<file path="config.mk">
export PLATFORM = sky130hd
export DESIGN_NAME = useq_guard
export DESIGN_NICKNAME = d
export VERILOG_FILES = /design/src/rtl/useq_pkg.sv /design/src/rtl/useq_berger_chk.sv /design/src/rtl/useq_misr.sv /design/src/rtl/useq_seq_tracker.sv /design/src/rtl/useq_guard.sv
export SDC_FILE = /design/constraint.sdc
export NUM_CORES = 1
export LEC_CHECK = 0
export ABC_AREA = 1
export BUFFER_PORTS_ARGS = -buffer_cell sky130_fd_sc_hd__buf_2
export CAP_MARGIN = 20
export CORE_ASPECT_RATIO = 2
export CORE_MARGIN = 2
export CORE_UTILIZATION = 25
export DETAILED_ROUTE_END_ITERATION = 6
export PLACE_DENSITY = 0.52
export SLEW_MARGIN = 20
export SYNTH_ARGS = -nofsm -noshare
export SYNTH_HDL_FRONTEND = slang
export SYNTH_SLANG_ARGS = --single-unit
export TNS_END_PERCENT = 50
</file>
<file path="constraint.sdc">
create_clock -name clk -period 1.5 [get_ports clk]
set_clock_uncertainty 0.2 [all_clocks]
set_input_delay 0 -clock clk [delete_from_list [all_inputs] [get_ports clk]]
set_output_delay 0 -clock clk [all_outputs]
set_load 0.005 [all_outputs]
</file>
<file path="src/rtl/useq_pkg.sv">
package useq_pkg;
    typedef enum logic [1:0] {
        CAUSE_NONE = 2'd0,
        CAUSE_CODE = 2'd1,
        CAUSE_ADDR = 2'd2,
        CAUSE_SIG  = 2'd3
    } cause_e;

    typedef enum logic {
        TRK_FRESH  = 1'b0,
        TRK_FOLLOW = 1'b1
    } trk_state_e;
endpackage

</file>
<file path="src/rtl/useq_berger_chk.sv">
module useq_berger_chk #(
    parameter int CTRL_W = 16,
    parameter int CHK_W  = $clog2(CTRL_W + 1)
) (
    input  logic [CTRL_W-1:0] word,
    input  logic [CHK_W-1:0]  chk,
    output logic              bad
);
    logic [CHK_W-1:0] zero_cnt;

    always_comb begin
        zero_cnt = '0;
        for (int i = 0; i < CTRL_W; i++) begin
            zero_cnt = zero_cnt + CHK_W'(!word[i]);
        end
        bad = (zero_cnt != chk);
    end
endmodule

</file>
<file path="src/rtl/useq_misr.sv">
module useq_misr #(
    parameter int              CTRL_W = 16,
    parameter int              SIG_W  = 16,
    parameter logic [SIG_W-1:0] POLY  = 16'h1021
) (
    input  logic              clk,
    input  logic              rst_n,
    input  logic              absorb,
    input  logic              restart,
    input  logic [CTRL_W-1:0] word,
    output logic [SIG_W-1:0]  sig
);
    logic [SIG_W-1:0] fold;
    logic [SIG_W-1:0] base;
    logic [SIG_W-1:0] sig_nxt;

    always_comb begin
        fold = '0;
        for (int i = 0; i < CTRL_W; i++) begin
            fold[i % SIG_W] = fold[i % SIG_W] ^ word[i];
        end
        base = restart ? '1 : sig;
        if (absorb) begin
            sig_nxt = {base[SIG_W-2:0], 1'b0} ^ (base[SIG_W-1] ? POLY : '0) ^ fold;
        end else begin
            sig_nxt = base;
        end
    end

    always_ff @(posedge clk or negedge rst_n) begin
        if (!rst_n) sig <= '1;
        else        sig <= sig_nxt;
    end

    AST_MISR_RESEED: assert property (@(posedge clk) disable iff (!rst_n)
        restart && !absorb |=> sig == '1);
    AST_MISR_IDLE_HOLD: assert property (@(posedge clk) disable iff (!rst_n)
        !restart && !absorb |=> $stable(sig));
endmodule

</file>
<file path="src/rtl/useq_seq_tracker.sv">
module useq_seq_tracker
    import useq_pkg::*;
#(
    parameter int ADDR_W = 8
) (
    input  logic              clk,
    input  logic              rst_n,
    input  logic              fetch_vld,
    input  logic [ADDR_W-1:0] upc,
    output logic              jump_flag
);
    trk_state_e        state, state_nxt;
    logic [ADDR_W-1:0] prev_upc;
    logic              jump_nxt;

    always_comb begin
        state_nxt = state;
        jump_nxt  = 1'b0;
        unique case (state)
            TRK_FRESH: begin
                if (fetch_vld) state_nxt = TRK_FOLLOW;
            end
            TRK_FOLLOW: begin
                jump_nxt = fetch_vld && (upc != prev_upc + ADDR_W'(1));
            end
            default: state_nxt = TRK_FRESH;
        endcase
    end

    always_ff @(posedge clk or negedge rst_n) begin
        if (!rst_n) state <= TRK_FRESH;
        else        state <= state_nxt;
    end

    always_ff @(posedge clk or negedge rst_n) begin
        if (!rst_n) begin
            prev_upc  <= '0;
            jump_flag <= 1'b0;
        end else begin
            jump_flag <= jump_nxt;
            if (fetch_vld) prev_upc <= upc;
        end
    end

    AST_FIRST_FETCH_SEQ: assert property (@(posedge clk) disable iff (!rst_n)
        state == TRK_FRESH |=> !jump_flag);
    AST_JUMP_NEEDS_FETCH: assert property (@(posedge clk) disable iff (!rst_n)
        !fetch_vld |=> !jump_flag);
    AST_STEP_NOT_JUMP: assert property (@(posedge clk) disable iff (!rst_n)
        fetch_vld && state == TRK_FOLLOW && upc == prev_upc + ADDR_W'(1) |=> !jump_flag);
endmodule

</file>
<file path="src/rtl/useq_guard.sv">
module useq_guard
    import useq_pkg::*;
#(
    parameter int CTRL_W = 16,
    parameter int ADDR_W = 8,
    parameter int SIG_W  = 16,
    localparam int CHK_W = $clog2(CTRL_W + 1)
) (
    input  logic              clk,
    input  logic              rst_n,
    input  logic              fetch_vld,
    input  logic [CTRL_W-1:0] ctrl_word,
    input  logic [CHK_W-1:0]  chk_bits,
    input  logic [ADDR_W-1:0] tag_addr,
    input  logic [ADDR_W-1:0] upc,
    input  logic              ckpt_stb,
    input  logic [SIG_W-1:0]  sig_expect,
    input  logic              err_clr,
    output logic              err_code,
    output logic              err_addr,
    output logic              err_sig,
    output logic [1:0]        err_cause,
    output logic              jump_flag
);
    logic             berger_bad;
    logic [SIG_W-1:0] sig_now;
    logic             hit_code, hit_addr, hit_sig;
    cause_e           cause;

    useq_berger_chk #(.CTRL_W(CTRL_W), .CHK_W(CHK_W)) berger_i (
        .word (ctrl_word),
        .chk  (chk_bits),
        .bad  (berger_bad)
    );

    useq_misr #(.CTRL_W(CTRL_W), .SIG_W(SIG_W)) misr_i (
        .clk     (clk),
        .rst_n   (rst_n),
        .absorb  (fetch_vld),
        .restart (ckpt_stb),
        .word    (ctrl_word),
        .sig     (sig_now)
    );

    useq_seq_tracker #(.ADDR_W(ADDR_W)) trk_i (
        .clk       (clk),
        .rst_n     (rst_n),
        .fetch_vld (fetch_vld),
        .upc       (upc),
        .jump_flag (jump_flag)
    );

    assign hit_code = fetch_vld && berger_bad;
    assign hit_addr = fetch_vld && (tag_addr != upc);
    assign hit_sig  = ckpt_stb && (sig_now != sig_expect);

    always_ff @(posedge clk or negedge rst_n) begin
        if (!rst_n) begin
            err_code <= 1'b0;
            err_addr <= 1'b0;
            err_sig  <= 1'b0;
        end else if (err_clr) begin
            err_code <= hit_code;
            err_addr <= hit_addr;
            err_sig  <= hit_sig;
        end else begin
            err_code <= err_code | hit_code;
            err_addr <= err_addr | hit_addr;
            err_sig  <= err_sig  | hit_sig;
        end
    end

    always_comb begin
        if (err_code)      cause = CAUSE_CODE;
        else if (err_addr) cause = CAUSE_ADDR;
        else if (err_sig)  cause = CAUSE_SIG;
        else               cause = CAUSE_NONE;
        err_cause = cause;
    end

    AST_ADDR_RAISE: assert property (@(posedge clk) disable iff (!rst_n)
        fetch_vld && (tag_addr != upc) |=> err_addr);
    AST_CODE_HOLD: assert property (@(posedge clk) disable iff (!rst_n)
        err_code && !err_clr |=> err_code);
    AST_CLR_QUIET: assert property (@(posedge clk) disable iff (!rst_n)
        err_clr && !fetch_vld && !ckpt_stb |=> !err_code && !err_addr && !err_sig);
    AST_NO_FETCH_NO_CODE: assert property (@(posedge clk) disable iff (!rst_n)
        !fetch_vld && !err_code |=> !err_code);
endmodule

</file>
After elaboration in Yosys (flattened, before gate mapping). Cells that the tools add are included.

Flip-flop bits (word level): 29. Bits of input ports: 58. Output and inout port bits: 6. Word-level logic and storage cells: 64.

$add $sub $neg: 16. Eq/ne operators: 4. Muxes and demuxes: 12. Bitwise logic cells: 5. Reduce and logical (&&, ||, !) cells: 20.

Operator list (count): 5-bit by 1-bit adder with 5-bit output (14); 16-bit 2-to-1 mux (2); 1-bit logical NOT (16); 16-bit inequality test (1); 8-bit inequality test (2); 16-bit by 13-bit XOR with 16-bit output (1); 16-bit XOR (1); 13-bit 2-to-1 mux (1); 8-bit by 1-bit adder with 8-bit output (second input constant) (1); 1-bit 2-to-1 mux (6); 2-bit 2-to-1 mux (3); 5-bit inequality test (1); 1-bit logical AND (4); 1-bit bitwise OR (3); 1-bit by 1-bit adder with 2-bit output (1).

Depth between registers and ports, before layout. Gate-level depths: netlist (run 1).

Depth in word-level cells: 20. Gate-level depth with buffers: 22. Depth with buffers taken out: 22.

By module. A second synthesis (run 1) with hierarchy kept.

Cell total of the unflattened synthesis: 390. Area total of the unflattened synthesis: 2668.8 um2.

By module, submodules not included: useq_misr (instances 1, cells an instance 102, area an instance 958.4 um2); useq_seq_tracker (instances 1, cells an instance 88, area an instance 633.1 um2); useq_guard (instances 1, cells an instance 126, area an instance 574.3 um2); useq_berger_chk (instances 1, cells an instance 74, area an instance 503.0 um2).

Worst setup path after synthesis (run 1). OpenSTA, ideal clock, no wires.

Kind: input to register. From: input port ctrl_word[0]. To: register err_code. Setup time: 0.117 ns. Arrival: 3.719 ns. Path slack: -2.536 ns. Cell stages on the path: 19. Path buffers: 0. Path through: inv_1 > ha_1 > fa_1 > inv_1 > fa_1 > fa_1 > inv_1 > fa_1 > inv_1 > fa_1 > inv_1 > fa_1 > xor2_1 > nor2_1 > nand2_1 > nor2_1 > nand2_1 > nand2_1 > nand2_1.

Longest elaborated chain between the ends: 20.

RTL lines: from (decl) (RTL line useq_guard.sv:12) `input logic [CTRL_W-1:0] ctrl_word,`; 1-bit logical NOT * (RTL line useq_berger_chk.sv:14) `zero_cnt = zero_cnt + CHK_W'(!word[i]);`; 1-bit by 1-bit adder with 2-bit output * (RTL line useq_berger_chk.sv:14); 5-bit by 1-bit adder with 5-bit output * (14 in series) (RTL line useq_berger_chk.sv:14); 5-bit inequality test * (RTL line useq_berger_chk.sv:16) `bad = (zero_cnt != chk);`; 1-bit logical AND * (RTL line useq_guard.sv:53) `assign hit_code = fetch_vld && berger_bad;`; 1-bit bitwise OR (RTL line useq_guard.sv:67) `err_code <= err_code | hit_code;`; 1-bit 2-to-1 mux * (RTL line useq_guard.sv:62) `end else if (err_clr) begin`; to (signal assigned) (RTL line useq_guard.sv:63) `err_code <= hit_code;`; to (signal assigned) (RTL line useq_guard.sv:67); to (decl) (RTL line useq_guard.sv:19) `output logic err_code,`.

Mark *: on every way between the ends. The rest lies on a longest branch, timed or not. A chain may end at the register's enable or synchronous reset.

Worst setup path after layout (run 1).
From: input port ctrl_word[1]. To: register err_code.

Same word-level chain as after synthesis.

==> summary.md, run 1 <==
| Metric | Value |
|---|---|
| DR iter-0 viols | 85 |
| Status | finished with violations |
| Critical setup path kind | in2reg |
| Die H | 145 um |
| Die width | 74.3 um |
| Final Hold Vio Count | 6 |
| Setup violators final | 2 |
| Area of the multi-input gates | 1520 um^2 |
| Period utilization | 255% |
| Area fraction of the dominant cell type after synthesis | 17.0% |
| CP most frequent cell | buf_4 |
| Max Clk Rate | 261 MHz |
| Area Overhead vs Synth | 48.8% |
| Worst-path maximum fanout | 2 |
| Post-layout nets | 539 |
| Synthesized net count | 417 |
| Post-route ant nets | 0 |
| Root buf cell | clkbuf_16 |
| Placed Area | 3090 um^2 |
| #FFs+latches synth | 29 |
| GRT Util Overall | 15.1% |
| RSZ-0062 raised after global routing | yes |
| Hold WC Path Type | in2reg |
| Post-DR vias/cell | 4.18 |
| Buf+Inv Stages, Crit Path | 13 |
| Initial Util | 25.5% |
| IO Port Bufs | 63 |
| DRT Pass-1 Iters | 4 |
| Period minus WS final | 3830 ps |
| Later-pin clock latency in the skew report | 280 ps |
| Yosys warning count | 0 |
| Vias in the first global route | 2608 |
| Largest net degree at the start of global routing | 30 |
| Critical path required time | 1480 ps |
| Layout Cells excl Fill | 599 |
| Top post-synthesis cells by area | dfstp_2 17%, nand2_1 16%, dfrtp_1 13% |
| Synthesized area | 2470 um^2 |
| Final Max Slew Viols | 0 |
| Clock-pin slew on the worst setup and hold paths | 60 ps |
| Final WS setup | -2330 ps |
| Vias | 2502 |
| Slowest cell on the critical path | fa_1 |
| GRT overflow | 0 |
| GPL Wtd Cong | 0.808 |
| Hold buffer count at CTS | 30 |
| Cell count after synthesis | 343 |
| Synthesized area per cell | 7.20 um^2 |
| Worst-case vdd ir drop | 0.000434 V |
| Sequential area share after synthesis | 30.2% |
| TritonCTS clock tree | yes |
| Count of different cell masters after synthesis | 26 |
| FF/Latch Area | 746 um^2 |
| Cts bufs inserted | 5 |
| Worst hold slack | -159 ps |
| Overall Power | 0.00355 W |
| Critical path launch point type | input port |
| R2R setup slack | 0 ps |
| # Max-Cap Violations | 0 |
| H-tree levels | 2 |
| First-pass GRT wire length | 12000 um |
| CTS max path bufs | 2 |
| Failing checks | hold timing, setup timing |
| Delay of the slowest critical-path stage | 530 ps |
| Worst-margin pin slew | 421 ps |
| Yosys top cell by area | dfstp_2 |
| Core area | 9700 um^2 |
| Worst setup EP type | flip-flop |
| Final Cell Area | 3670 um^2 |
| Fill count | 1057 |
| Die Area | 10700 um^2 |
| WL/cell | 12.4 um |
| Slew headroom | 71.9% |
| Delay-heaviest family, CP | adder cells |
| Arrival time at the worst endpoint | 3810 ps |
| Leak Pwr | 1.91 nW |
| Layout cell share with drive strength beyond 1 | 31.5% |
| Rows | 51 |
| CTS sink cnt | 29 |
| Final HPWL DP | 5530 um |
| Antenna violations before repair | 1 |
| # IOs | 64 |
| Pwr dens | 966 nW/um^2 |
| Setup TNS | -2330 ps |
| Inst Count DP | 553 |
| Final wirelength | 7450 um |
| DR DRC count | 0 |
==> cell families after synthesis <==
| family | count (synthesis) | share of synthesized area [%] |
|---|---|---|
| AOI/OAI and AO/OA | 32 | 6.74 |
| xor gates and xnor gates | 41 | 14.5 |
| adders and majority gates | 16 | 11.2 |
| buffers and inverters | 65 | 10.4 |
| DFF | 29 | 30.2 |
| and+or+nand+nor | 160 | 27.0 |
==> area by class of cell <==
class	instances	share of cell area, %
Multi-Input combinational cell	249	41.2
Antenna cell	1	0.0681
Timing Repair Buffer	122	23.5
Clock inverter	1	0.136
Sequential cell	29	20.3
Inverter	58	6.06
Clock buffer	7	4.16
Tap cell	132	4.50
==> stage by stage <==
stage | worst slack, ps | util (%)
after floorplan | -2510 | -
after global placement | -2760 | 31.9
after detailed placement | -2790 | 31.9
after CTS | -2340 | 37.6
after global routing | -2540 | 37.8
final | -2330 | 37.9
==> layout by cell type (no fill, tap or decap), drive strengths merged <==
cell / n
dfrtp: 13
nor2: 38
xnor2: 14
dlygate4sd3: 30
fa: 10
diode: 1
buf: 92
clkinv: 1
ha: 6
o21bai: 1
nand3: 14
dfstp: 16
nand4: 1
clkbuf: 7
inv: 58
o21ai: 26
xor2: 27
or2: 4
nand2: 103
a21oi: 5
==> path summary, 6_finish.rpt <==
kind                                     from        endpoint  depth (start not counted)
worst min-delay path             ctrl_word[0]   misr_i.sig[0]                          4
min in group asynchronous               rst_n        err_code                          3
worst min register to register    trk_i.state     trk_i.state                          1
max in group asynchronous               rst_n  misr_i.sig[12]                          3
worst max register to register  misr_i.sig[4]         err_sig                          9
worst max-delay path             ctrl_word[1]        err_code                         25
==> worst min-delay path: stages <==
cell and delay [ps]:
buf_6 80, a21oi_1 30, o21ai_0 120, o21ai_0 80
==> Yosys cell counts <==
| master | instances |
|---|---|
| inv_2 | 2 |
| clkbuf_1 | 4 |
| inv_1 | 56 |
| a21oi_2 | 1 |
| ha_1 | 6 |
| nand3_1 | 13 |
| nand2_1 | 102 |
| xnor2_1 | 14 |
| or2_0 | 1 |
| dfrtp_1 | 13 |
| buf_6 | 1 |
| o21ai_0 | 14 |
| buf_4 | 1 |
| fa_1 | 10 |
| buf_2 | 1 |
| xor2_1 | 27 |
| nor2_1 | 27 |
| nand4_1 | 1 |
| o21bai_1 | 1 |
| o21ai_1 | 12 |
| a21oi_1 | 4 |
| nor2_2 | 11 |
| dfstp_2 | 16 |
| nand3_2 | 1 |
| or2_2 | 3 |
| nand2_2 | 1 |
==> flip-flops by register name, summed over array words and instances, names as in the netlist <==
| register | count |
|---|---|
| misr_i.sig | 16 |
| trk_i.prev_upc | 8 |
| err_addr | 1 |
| err_code | 1 |
| err_sig | 1 |
| trk_i.jump_flag | 1 |
| trk_i.state | 1 |
==> routing by layer <==
layer / global-route usage, % / vias to the layer above / part of all wire (%)
li1: - / 1273 / -
met1: 14.7 / 1170 / 34
met2: 28.7 / 46 / 58
met3: 2.65 / 13 / 3.7
met4: 8.36 / 0 / 3.6
met5: 0 / - / 0
==> where the power goes <==
group	internal [W]	leakage (nW)	total (W)	switching (W)
sequential	0.000903	0.318	0.000977	0.0000739
combinational	0.000735	1.51	0.00148	0.000740
clock	0.000703	0.0799	0.00110	0.000394
total	0.00234	1.91	0.00355	0.00121
==> timing repair <==
item | CTS | global route
hold endpoints to repair | 57 | 1
endpoints found under the setup margin | 3 | 5
setup buffers | 7 | 0
resized for setup | 10 | 9
pin swaps | 12 | 5
(Power assumes the default switching activity.)
==> inputs of run 2 (changes only) <==
--- a/config.mk
+++ b/config.mk
@@ -6,13 +6,12 @@
 export NUM_CORES = 1
 export LEC_CHECK = 0
 export ABC_AREA = 1
-export BUFFER_PORTS_ARGS = -buffer_cell sky130_fd_sc_hd__buf_2
 export CAP_MARGIN = 20
-export CORE_ASPECT_RATIO = 2
 export CORE_MARGIN = 2
 export CORE_UTILIZATION = 25
 export DETAILED_ROUTE_END_ITERATION = 6
-export PLACE_DENSITY = 0.52
+export DONT_BUFFER_PORTS = 1
+export PLACE_DENSITY = 0.47
 export SLEW_MARGIN = 20
 export SYNTH_ARGS = -nofsm -noshare
 export SYNTH_HDL_FRONTEND = slang
==> run 2 against run 1 <==
  * The run still ends with hold timing, setup timing left
  * Sequential power barely moved
  * Global-route usage fell by 2.4 points
  * Clock power fell by 21%
  * Sequential cell count did not move
  * Power fell by 15%
  * Cell area fell by 13%
  * Die area fell by 0.45%
  * Via count fell by 16%
  * Worst hold slack got worse by 270 ps
  * Combinational power fell by 22%
  * Non-clock buffer count fell by 77
  * Largest power group unchanged
==> summary.md, run 2 (synthesis gave the netlist of run 1 again) <==
| Metric | Value |
|---|---|
| Status | finished with violations (unchanged) |
| Failing checks | hold timing, setup timing (unchanged) |
| Biggest register | misr_i.sig (unchanged) |
| DR iter-0 viols | 56 (was 85) |
| IO Port Bufs | 0 (was 63) |
| Largest net degree at the start of global routing | 47 (was 30) |
| Rows | 36 (was 51) |
| Seq pwr share | 32.5% (was 27.5%) |
| Worst-case vdd ir drop | 0.000339 V (was 0.000434 V) |
| WL/cell | 11.9 um (was 12.4 um) |
| GPL Wtd Cong | 0.765 (was 0.808) |
| Max reg flops | 16 (unchanged) |
| Area Overhead vs Synth | 29.4% (was 48.8%) |
| Critical path required time | 1480 ps (about the same) |
| Worst-path maximum fanout | 2 (unchanged) |
| Delay-heaviest family, CP | adder cells (unchanged) |
| Arrival time at the worst endpoint | 3780 ps (was 3810 ps) |
| Setup violators final | 1 (was 2) |
| Final Max Slew Viols | 0 (unchanged) |
| Most frequent cells in the layout | 102 x nand2_1, 51 x inv_1, 32 x dlygate4sd3_1 (was 102 x nand2_1, 60 x buf_2, 52 x inv_1) |
| Worst setup EP type | flip-flop (unchanged) |
| Later-pin clock latency in the skew report | 280 ps (about the same) |
| CTS sink cnt | 29 (unchanged) |
| Slowest cell on the critical path | fa_1 (unchanged) |
| Buf+Inv Stages, Crit Path | 5 (was 13) |
| H-tree levels | 2 (unchanged) |
| # IOs | 64 (unchanged) |
| Post-route ant nets | 0 (unchanged) |
| R2R setup slack | 10 ps (was 0 ps) |
| Die width | 103 um (was 74.3 um) |
| Vias in the first global route | 2221 (was 2608) |
| Final Hold Vio Count | 19 (was 6) |
| RSZ-0062 raised after global routing | yes (unchanged) |
| P_sw | 0.00102 W (was 0.00121 W) |
| Top Registers | misr_i.sig x16, trk_i.prev_upc x8 (unchanged) |
| Clock-pin slew on the worst setup and hold paths | 70 ps (was 60 ps) |
| Layout cell share with drive strength beyond 1 | 16.5% (was 31.5%) |
| Worst hold slack | -425 ps (was -159 ps) |
| Clock Power Share | 28.9% (was 30.9%) |
| Antenna violations before repair | 0 (was 1) |
| FF/Latch Area | 746 um^2 (unchanged) |
| Vias | 2114 (was 2502) |
| Sw Share | 33.7% (was 34.0%) |
| Worst-margin pin slew | 839 ps (was 421 ps) |
| CTS max path bufs | 2 (unchanged) |
| Die H | 103 um (was 145 um) |
| Hold WC Path Type | in2reg (unchanged) |
| Ordered list of cells on the worst path | clkinvlp_4 > ha_4 > fa_1 > inv_2 > fa_1 > fa_1 > inv_1 > fa_1 > inv_2 > fa_2 > inv_2 > fa_1 > xor2_1 > nor2_1 > nand2_1 > nor2_1 > nand2_1 > nand2_1 > nand2_1 |
| Fill count | 1031 (was 1057) |
| Post-DR vias/cell | 4.05 (was 4.18) |
| Core area | 9680 um^2 (was 9700 um^2) |
| Post-layout nets | 462 (was 539) |
| Final WS setup | -2300 ps (was -2330 ps) |
| DRT Pass-1 Iters | 4 (unchanged) |
| Period utilization | 253% (was 255%) |
| Final HPWL DP | 4750 um (was 5530 um) |
| Setup TNS | -2300 ps (was -2330 ps) |
| Die Area | 10700 um^2 (about the same) |
| Critical path launch point type | input port (unchanged) |
| TritonCTS clock tree | yes (unchanged) |
| Hold buffer count at CTS | 35 (was 30) |
| Root buf cell | clkbuf_8 (was clkbuf_16) |
| Leak Pwr | 1.57 nW (was 1.91 nW) |
| CP most frequent cell | fa_1 (was buf_4) |
| Most common cell after layout, fill and taps aside | nand2_1 (unchanged) |
| First-pass GRT wire length | 10200 um (was 12000 um) |
| DR DRC count | 0 (unchanged) |
| Initial Util | 25.5% (about the same) |
| Delay of the slowest critical-path stage | 520 ps (was 530 ps) |
| Final wirelength | 6230 um (was 7450 um) |
| Cts bufs inserted | 5 (unchanged) |
| Pwr dens | 945 nW/um^2 (was 966 nW/um^2) |
| Slew headroom | 44.0% (was 71.9%) |
| Area of the multi-input gates | 1500 um^2 (was 1520 um^2) |
| Inserted Diodes | 0 (was 1) |
| Critical setup path kind | in2reg (unchanged) |
| Period minus WS final | 3800 ps (was 3830 ps) |
| Final core occ | 33.0% (was 37.9%) |
| # Max-Cap Violations | 0 (unchanged) |
| Max Clk Rate | 263 MHz (was 261 MHz) |
| Combinational share of power | 38.6% (was 41.6%) |
| GRT overflow | 0 (unchanged) |
| Internal Power | 0.00200 W (was 0.00234 W) |
| GRT Util Overall | 12.7% (was 15.1%) |
-- run 2: cell count changes in the layout (fill, tap and decap cells not counted), moves of 3 or more --
cell,delta
o21ai_1,+4
clkbuf_16,-5
buf_4,-18
buf_2,-60
buf_6,-3
clkbuf_8,+4
-- run 2: per-stage QoR --
stage / hold slack [ps] / power [W] / worst slack (ps) / cells / cell area, um^2
floorplan: -496 / 0.00186 / -2510 / 343 / 2470
global placement: -494 / 0.00200 / -2650 / 478 / 2670
detailed placement: -494 / 0.00204 / -2720 / 478 / 2670
CTS: -439 / 0.00306 / -2340 / 521 / 3180
global route: -441 / 0.00333 / -2580 / 522 / 3190
finish: -425 / 0.00302 / -2300 / 522 / 3190
-- run 2: worst paths after layout --
path	from	endpoint	cells past startpoint
worst max-delay path	ctrl_word[1]	err_code	19
worst min-delay path	fetch_vld	misr_i.sig[8]	1
worst max register to register	trk_i.prev_upc[1]	trk_i.jump_flag	7
worst min register to register	trk_i.state	trk_i.state	1
max in group asynchronous	rst_n	err_addr	3
min in group asynchronous	rst_n	misr_i.sig[13]	2
-- run 2: final cells by class --
| class | instances | share of cell area [%] |
|---|---|---|
| tap | 133 | 5.21 |
| inverter | 58 | 6.93 |
| timing repair buffer | 45 | 13.8 |
| clock buffer | 6 | 2.59 |
| sequential | 29 | 23.3 |
| clock inverter | 2 | 1.18 |
| multi-input combinational | 249 | 47.0 |
-- run 2: worst register-to-register path: cells and delay by family (launching register included) --
| kind | cells | cell delay (ps) |
|---|---|---|
| flops | 1 | 410 |
| compound gates | 1 | 60 |
| fa+ha+maj | 1 | 250 |
| xor+xnor | 1 | 140 |
| simple gates | 4 | 350 |
-- run 2: layer usage --
layer	GRT usage, %	wire [um]	vias up	share of wire (%)
met4	4.86	115	0	1.8
met1	16.4	2950	956	47
met2	20.3	2840	40	46
met3	3.36	333	8	5.3
met5	0	0	-	0
li1	-	-	1110	-
-- run 2: power by group through the flow --
stage	clock (W)	combinational (W)	sequential, W
floorplan	0	0.000880	0.000976
global placement	0	0.00101	0.000990
detailed placement	0	0.00104	0.000992
CTS	0.000906	0.00118	0.000981
global route	0.000942	0.00139	0.000993
finish	0.000873	0.00116	0.000980
-- run 2: repair_timing --
action	CTS	global route
endpoints found under the setup margin	3	33
resized for setup	5	9
cloned	0	0
endpoints found under the hold margin	58	18
pin swaps	5	1
buffers inserted	0	1
